**src/rtl/i2c_flag_pkg.sv**
```systemverilog
package i2c_flag_pkg;
  localparam int SR2_W    = 3;
  localparam int MSL_POS  = 0;
  localparam int BUSY_POS = 1;
  localparam int TRA_POS  = 2;
  localparam int N_LINES  = 2;

  typedef struct packed {
    logic start;
    logic rstart;
    logic stop;
    logic arb;
  } bus_evt_t;
endpackage

```
**src/rtl/i2c_line_sync.sv**
```systemverilog
module i2c_line_sync #(
  parameter int WIDTH  = 2,
  parameter int STAGES = 2
) (
  input  logic             clk,
  input  logic             rst,
  input  logic [WIDTH-1:0] din,
  output logic [WIDTH-1:0] dout
);
  logic [WIDTH-1:0] stg [STAGES];

  for (genvar i = 0; i < STAGES; i++) begin : g_stage
    if (i == 0) begin : g_first
      always_ff @(posedge clk) begin
        if (rst) stg[0] <= '1;
        else     stg[0] <= din;
      end
    end else begin : g_next
      always_ff @(posedge clk) begin
        if (rst) stg[i] <= '1;
        else     stg[i] <= stg[i-1];
      end
    end
  end

  assign dout = stg[STAGES-1];
endmodule

```
**src/rtl/i2c_busy_flag.sv**
```systemverilog
module i2c_busy_flag #(
  parameter int WIDTH = 2
) (
  input  logic             clk,
  input  logic             rst,
  input  logic [WIDTH-1:0] lines,
  input  logic             stop,
  output logic             busy
);
  logic any_low;
  assign any_low = ~&lines;

  always_ff @(posedge clk) begin
    if (rst)          busy <= 1'b0;
    else if (stop)    busy <= 1'b0;
    else if (any_low) busy <= 1'b1;
  end
endmodule

```
**src/rtl/i2c_role_flags.sv**
```systemverilog
module i2c_role_flags
  import i2c_flag_pkg::*;
(
  input  logic     clk,
  input  logic     rst,
  input  bus_evt_t evt,
  input  logic     enable,
  input  logic     addr_done,
  input  logic     addr_rw,
  output logic     msl,
  output logic     tra
);
  logic msl_clr, tra_clr;
  assign msl_clr = evt.stop | evt.arb | ~enable;
  assign tra_clr = evt.stop | evt.rstart | evt.arb | ~enable;

  always_ff @(posedge clk) begin
    if (rst)            msl <= 1'b0;
    else if (msl_clr)   msl <= 1'b0;
    else if (evt.start) msl <= 1'b1;
  end

  always_ff @(posedge clk) begin
    if (rst)            tra <= 1'b0;
    else if (tra_clr)   tra <= 1'b0;
    else if (addr_done) tra <= addr_rw;
  end
endmodule

```
**src/rtl/i2c_addr_flag.sv**
```systemverilog
module i2c_addr_flag (
  input  logic clk,
  input  logic rst,
  input  logic enable,
  input  logic addr_done,
  input  logic rd_sr1,
  input  logic rd_sr2,
  output logic addr_flag
);
  logic armed;
  logic seq_clr;
  assign seq_clr = rd_sr2 & armed;

  always_ff @(posedge clk) begin
    if (rst)         armed <= 1'b0;
    else if (rd_sr1) armed <= 1'b1;
    else if (rd_sr2) armed <= 1'b0;
  end

  always_ff @(posedge clk) begin
    if (rst)                   addr_flag <= 1'b0;
    else if (seq_clr | ~enable) addr_flag <= 1'b0;
    else if (addr_done)        addr_flag <= 1'b1;
  end
endmodule

```
**src/rtl/i2c_flag_tracker.sv**
```systemverilog
module i2c_flag_tracker
  import i2c_flag_pkg::*;
#(
  parameter int SYNC_STAGES = 2
) (
  input  logic             clk,
  input  logic             rst,
  input  logic             sda_in,
  input  logic             scl_in,
  input  logic             start_evt,
  input  logic             rstart_evt,
  input  logic             stop_evt,
  input  logic             arb_lost,
  input  logic             addr_done,
  input  logic             addr_rw,
  input  logic             enable,
  input  logic             rd_sr1,
  input  logic             rd_sr2,
  output logic             busy,
  output logic             msl,
  output logic             tra,
  output logic             addr_flag,
  output logic [SR2_W-1:0] sr2_word
);
  logic [N_LINES-1:0] lines_sync;
  bus_evt_t           evt;

  assign evt = '{start: start_evt, rstart: rstart_evt, stop: stop_evt, arb: arb_lost};

  i2c_line_sync #(.WIDTH(N_LINES), .STAGES(SYNC_STAGES)) u_sync (
    .clk (clk), .rst (rst), .din ({scl_in, sda_in}), .dout (lines_sync)
  );

  i2c_busy_flag #(.WIDTH(N_LINES)) u_busy (
    .clk (clk), .rst (rst), .lines (lines_sync), .stop (stop_evt), .busy (busy)
  );

  i2c_role_flags u_role (
    .clk (clk), .rst (rst), .evt (evt), .enable (enable),
    .addr_done (addr_done), .addr_rw (addr_rw), .msl (msl), .tra (tra)
  );

  i2c_addr_flag u_addr (
    .clk (clk), .rst (rst), .enable (enable), .addr_done (addr_done),
    .rd_sr1 (rd_sr1), .rd_sr2 (rd_sr2), .addr_flag (addr_flag)
  );

  always_comb begin
    sr2_word           = '0;
    sr2_word[MSL_POS]  = msl;
    sr2_word[BUSY_POS] = busy;
    sr2_word[TRA_POS]  = tra;
  end
endmodule

```
**config.mk**
```make
export PLATFORM = sky130hd
export DESIGN_NAME = i2c_flag_tracker
export DESIGN_NICKNAME = d
export VERILOG_FILES = /design/src/rtl/i2c_flag_pkg.sv /design/src/rtl/i2c_line_sync.sv /design/src/rtl/i2c_busy_flag.sv /design/src/rtl/i2c_role_flags.sv /design/src/rtl/i2c_addr_flag.sv /design/src/rtl/i2c_flag_tracker.sv
export SDC_FILE = /design/constraint.sdc
export NUM_CORES = 1
export LEC_CHECK = 0
export ABC_AREA = 1
export BUFFER_PORTS_ARGS = -buffer_cell sky130_fd_sc_hd__buf_2
export CORE_AREA = 2 2 39 41
export CTS_CLUSTER_SIZE = 10
export DETAILED_ROUTE_END_ITERATION = 7
export DIE_AREA = 0 0 41 43
export PLACE_DENSITY_LB_ADDON = 0.25
export SLEW_MARGIN = 20
export SYNTH_ARGS = -nofsm -noshare
export SYNTH_HDL_FRONTEND = slang
export SYNTH_SLANG_ARGS = --single-unit
```
**constraint.sdc**
```tcl
create_clock -name clk -period 0.9 [get_ports clk]
set_input_delay 0.27 -clock clk [delete_from_list [all_inputs] [get_ports clk]]
set_output_delay 0.27 -clock clk [all_outputs]
set_load 0.03 [all_outputs]
```
Yosys cells after proc, flatten, opt, wreduce, memory -nomap -nowiden
Memory sizes are Yosys's and may differ from the RTL's.
Cells that the tools add are included.
{"block": "totals", "reg_bits": 5, "mem_bits_rw": 4, "in_bits": 13, "out_inout_bits": 7, "wordCells": 29, "n_memories": 1}
{"name": "u_sync.stg", "words": 2, "word_bits": 2, "read_ports": 2, "rd_clocked_by_memory_dff": 0, "write_ports": 2, "line": "i2c_line_sync.sv:10", "text": "logic [WIDTH-1:0] stg [STAGES];"}
{"block": "op_classes", "muxes": 7, "bitwise_logic": 10, "reduce_logical": 6}
{"op": "OR 1 bit", "count": 8}
{"op": "OR reduction 2 bit", "count": 4}
{"op": "two-way mux 1 bit", "count": 5}
{"op": "two-way mux 2 bit", "count": 2}
{"op": "AND reduction 2 bit", "count": 1}
{"op": "nonzero test 2 bit", "count": 1}
{"op": "AND 1 bit", "count": 1}
{"op": "inverter 1 bit", "count": 1}

Logic depth before layout (Yosys ltp)
{"block": "logic_depth", "depth_word": 4, "ltp_mapped": 4, "depth_no_buf": 4}

Modules after synthesis
Synthesis repeated with hierarchy kept, for this count alone.
{"block": "unflattened", "hier_cells": 48, "hier_area_um2": 351.6}
{"module": "i2c_line_sync", "instances": 1, "cells_per_inst": 13, "area_each_um2": 116.4, "seq_area_each_um2": 80.1}
{"module": "i2c_role_flags", "instances": 1, "cells_per_inst": 14, "area_each_um2": 93.8, "seq_area_each_um2": 40.0}
{"module": "i2c_addr_flag", "instances": 1, "cells_per_inst": 11, "area_each_um2": 76.3, "seq_area_each_um2": 40.0}
{"module": "i2c_busy_flag", "instances": 1, "cells_per_inst": 7, "area_each_um2": 42.5, "seq_area_each_um2": 20.0}
{"module": "i2c_flag_tracker", "instances": 1, "cells_per_inst": 3, "area_each_um2": 22.5, "seq_area_each_um2": 0.0}

Worst setup path before layout
Ideal clock, no wire load.
{"block": "synth_path", "path_kind": "register -> output", "startpoint": "register u_role.msl", "endpoint": "output port sr2_word[0]", "arrival_ps": 719, "required_ps": 630, "setup_slack_ps": -89, "stages_incl_launch_ff": 2, "n_path_buf": 1, "cell_sequence": "dfxtp_1 -> buf_4"}
{"element": "start: declaration", "line": "i2c_role_flags.sv:10", "text": "output logic msl,"}
{"element": "start signal: assignment", "line": "i2c_role_flags.sv:18", "text": "if (rst) msl <= 1'b0;"}
{"element": "start signal: assignment", "line": "i2c_role_flags.sv:19", "text": "else if (msl_clr) msl <= 1'b0;"}
{"element": "start signal: assignment", "line": "i2c_role_flags.sv:20", "text": "else if (evt.start) msl <= 1'b1;"}
{"element": "end: declaration", "line": "i2c_flag_tracker.sv:23", "text": "output logic [SR2_W-1:0] sr2_word"}
No word-level cell between the ends.

Worst setup path in the final report
{"block": "layout_path", "startpoint": "register u_busy.busy", "endpoint": "output port sr2_word[1]"}
{"element": "start: declaration", "line": "i2c_busy_flag.sv:8", "text": "output logic busy"}
{"element": "start signal: assignment", "line": "i2c_busy_flag.sv:14", "text": "if (rst) busy <= 1'b0;"}
{"element": "start signal: assignment", "line": "i2c_busy_flag.sv:15", "text": "else if (stop) busy <= 1'b0;"}
{"element": "start signal: assignment", "line": "i2c_busy_flag.sv:16", "text": "else if (any_low) busy <= 1'b1;"}
No word-level cell between the ends.

==> flow_metrics.py <==
metrics = {
    "die": {
        "die_h_um": 43,
        "rows": 14,
        "die_area_sq_um": 1763,
        "fp.dieW_um": 41,
        "start_util_pct": 24.05,
        "boundaryPins": 20,
        "core_sq_um": 1384,
    },
    "clock_tree": {
        "ctsHoldBuffers": 0,
        "htreeDepth": 1,
        "cts.repair.resized": 15,
        "cts.sinks": 9,
        "root_buffer": "clkbuf_4",
        "cts_tree": "done",
        "clk_latency_ns": 0.26,
        "cts.path.max_buffers": 2,
        "cts_buffers": 3,
        "post_cts_buffers": 0,
        "path_clk_slew_ns": 0.06,
    },
    "grt": {
        "antenna_found_initial": 0,
        "grt_pass1_wl_um": 869,
        "grt_pass1_vias": 274,
        "grt-ovfl-total": 0,
        "grt_max_degree": 8,
        "grt_util_all_layers_pct": 7.871,
    },
    "pwr": {
        "leakage_nw": 0.2511,
        "cellPowerDensity_nw_per_um2": 1638,
        "peakVddDrop_v": 0.0005281,
        "finalPower_w": 0.0008200,
    },
    "routing": {
        "wire_per_inst_um": 7.227,
        "route.detailed.drc": 0,
        "vias": 291,
        "ant_nets": 0,
        "drt-initial-drc-count": 3,
        "wirelength_um": 542,
        "drtPass1Iterations": 2,
        "avgViaCountPerCell": 3.880,
    },
    "synthesis": {
        "yosys_warnings": 0,
        "ys_types": 12,
        "yosysTopAreaCellShare_pct": 54.14,
        "syn_area_sq_um": 332.8,
        "synth_area_leaders": "dfxtp_1 54%, or2_1 7.5%, buf_4 6.8%",
        "synth_cells": 39,
        "yosysSeqAreaShare_pct": 54.14,
        "ys_seq_elements": 9,
        "synth_top_cell_by_area": "dfxtp_1",
        "syn-mean-instance-area_sq_um": 8.534,
        "synth_nets": 52,
    },
    "setup_path": {
        "crit_type": "flip-flop to output port",
        "cp_num_cells": 1,
        "path_cells": "buf_6",
        "cp.arrival_ns": 0.74,
        "rrSetupSlack_ns": 0.24,
        "critical_path_buf_inv_count": 1,
        "critPathMaxStageDelay_ns": 0.35,
        "cp.required_ns": 0.63,
        "slowest_stage": "dfxtp_2",
        "reg2reg_from": "u_role.tra",
        "cp-end-kind": "output port",
        "crit_path_start": "u_busy.busy",
        "critPathTopFamily": "flip-flops",
        "r2r_cells": 4,
        "crit_path_end": "sr2_word[1]",
        "crit_fanout": 3,
        "r2r_end": "u_role.tra",
        "start_kind": "flip-flop",
    },
    "cells_and_area": {
        "drive_above_1_share_pct": 50.85,
        "area_growth_pct": 50.38,
        "nets": 73,
        "final_cells": 75,
        "n_antenna_cell": 0,
        "fin_util_pct": 36.17,
        "n_fill_cell": 157,
    },
    "sta": {
        "finalSetupTns_ns": -0.7035,
        "worst_slew_pin_slew_ns": 0.1082,
        "drv_slew": 0,
        "slew_headroom_pct": 92.79,
        "hold_viol_final": 0,
        "fmax_ghz": 0.9931,
        "setup_viol": 7,
        "fin_ws_ns": -0.1070,
        "fin_skew_ns": 0.003525,
        "post-route-period-util_pct": 111.9,
        "period_needed_ns": 1.007,
        "rsz0062_at_grt": "true",
    },
    "worst_hold_path": {
        "hold_path.class": "input port to flip-flop",
    },
    "placed_design": {
        "dp_cells": 71,
        "portBuffers": 19,
        "pre_cts_ws_ns": 0.1331,
        "gp_congestion": 0.5850,
    },
    "outcome": {
        "status": "finished, violations left",
        "violations": "negative setup slack",
    },
    "flow_run": {
        "cap_violations": 0,
    },
}
cell usage after synthesis:
cell	count
dfxtp_1	9
nor2_1	6
inv_1	5
nand2_1	4
or2_1	4
buf_4	3
nand3_1	2
nor2_2	2
a21oi_1	1
inv_2	1
nand3_2	1
o21a_1	1
per-stage QoR:
stage	hold slack [ns]	instance area [sq um]
6_report	0.1868	500.5
5_1_grt	0.1866	500.5
4_1_cts	0.1717	500.5
3_5_place_dp	0.3917	429.2
3_3_place_gp	0.3869	429.2
2_1_floorplan	0.3424	336.6
how the worst min path moves through the flow:
stage | start | to | slack [ns] | cells after the start
after CTS | scl_in | u_sync.stg[0][1] | 0.17 | 2
after global routing | sda_in | u_sync.stg[0][0] | 0.19 | 2
after floorplan | rst | u_addr.armed | 0.34 | 1
after detailed placement | u_sync.stg[0][0] | u_sync.stg[1][0] | 0.39 | 1
after global placement | u_sync.stg[0][1] | u_sync.stg[1][1] | 0.39 | 1
final | scl_in | u_sync.stg[0][1] | 0.19 | 2
routing by layer:
layer,up-vias,global-route usage (%),share of wire (%)
met5,-,0,0
met4,0,8.000,0
met3,0,3.141,13
met2,15,11.56,50
met1,124,7.516,36
li1,152,-,-
logic make-up after synthesis:
| group | after synthesis | share of synthesized area [%] |
|---|---|---|
| buffers and inverters | 9 | 13.53 |
| and+or+nand+nor | 19 | 28.57 |
| AOI/OAI and AO/OA | 2 | 3.759 |
| DFF | 9 | 54.13 |
layout by cell type (no fill, tap or decap), types with 2 or more instances in the layout:
cell type and count:
nand3_1 2, dfxtp_2 4, buf_2 12, inv_1 5, nor2_1 6, nand2_1 4, clkbuf_4 3, nor2_2 2
dfxtp_1 5, or2_1 4, buf_6 7
flip-flops by register name, indices dropped and copies added, names as in the netlist:
signal and cells:
u_sync.stg 4, u_addr.addr_flag 1, u_addr.armed 1, u_busy.busy 1, u_role.msl 1, u_role.tra 1
layout make-up:
class / instances / area [sq um] / share of cell area [%]
Timing Repair Buffer: 19 / 138.9 / 27.75
Clock buffer: 4 / 26.28 / 5.250
Inverter: 6 / 22.52 / 4.500
Sequential cell: 9 / 185.2 / 37.00
Tap cell: 16 / 20.02 / 4.000
Multi-Input combinational cell: 21 / 107.6 / 21.50
where the power goes:
part	switching (W)	internal (W)	total [W]
clock	0.000132	0.000170	0.000302
sequential	0.00000690	0.000416	0.000423
combinational	0.0000473	0.0000479	0.0000952
total	0.000186	0.000634	0.000820
(Power assumes the default switching activity.)
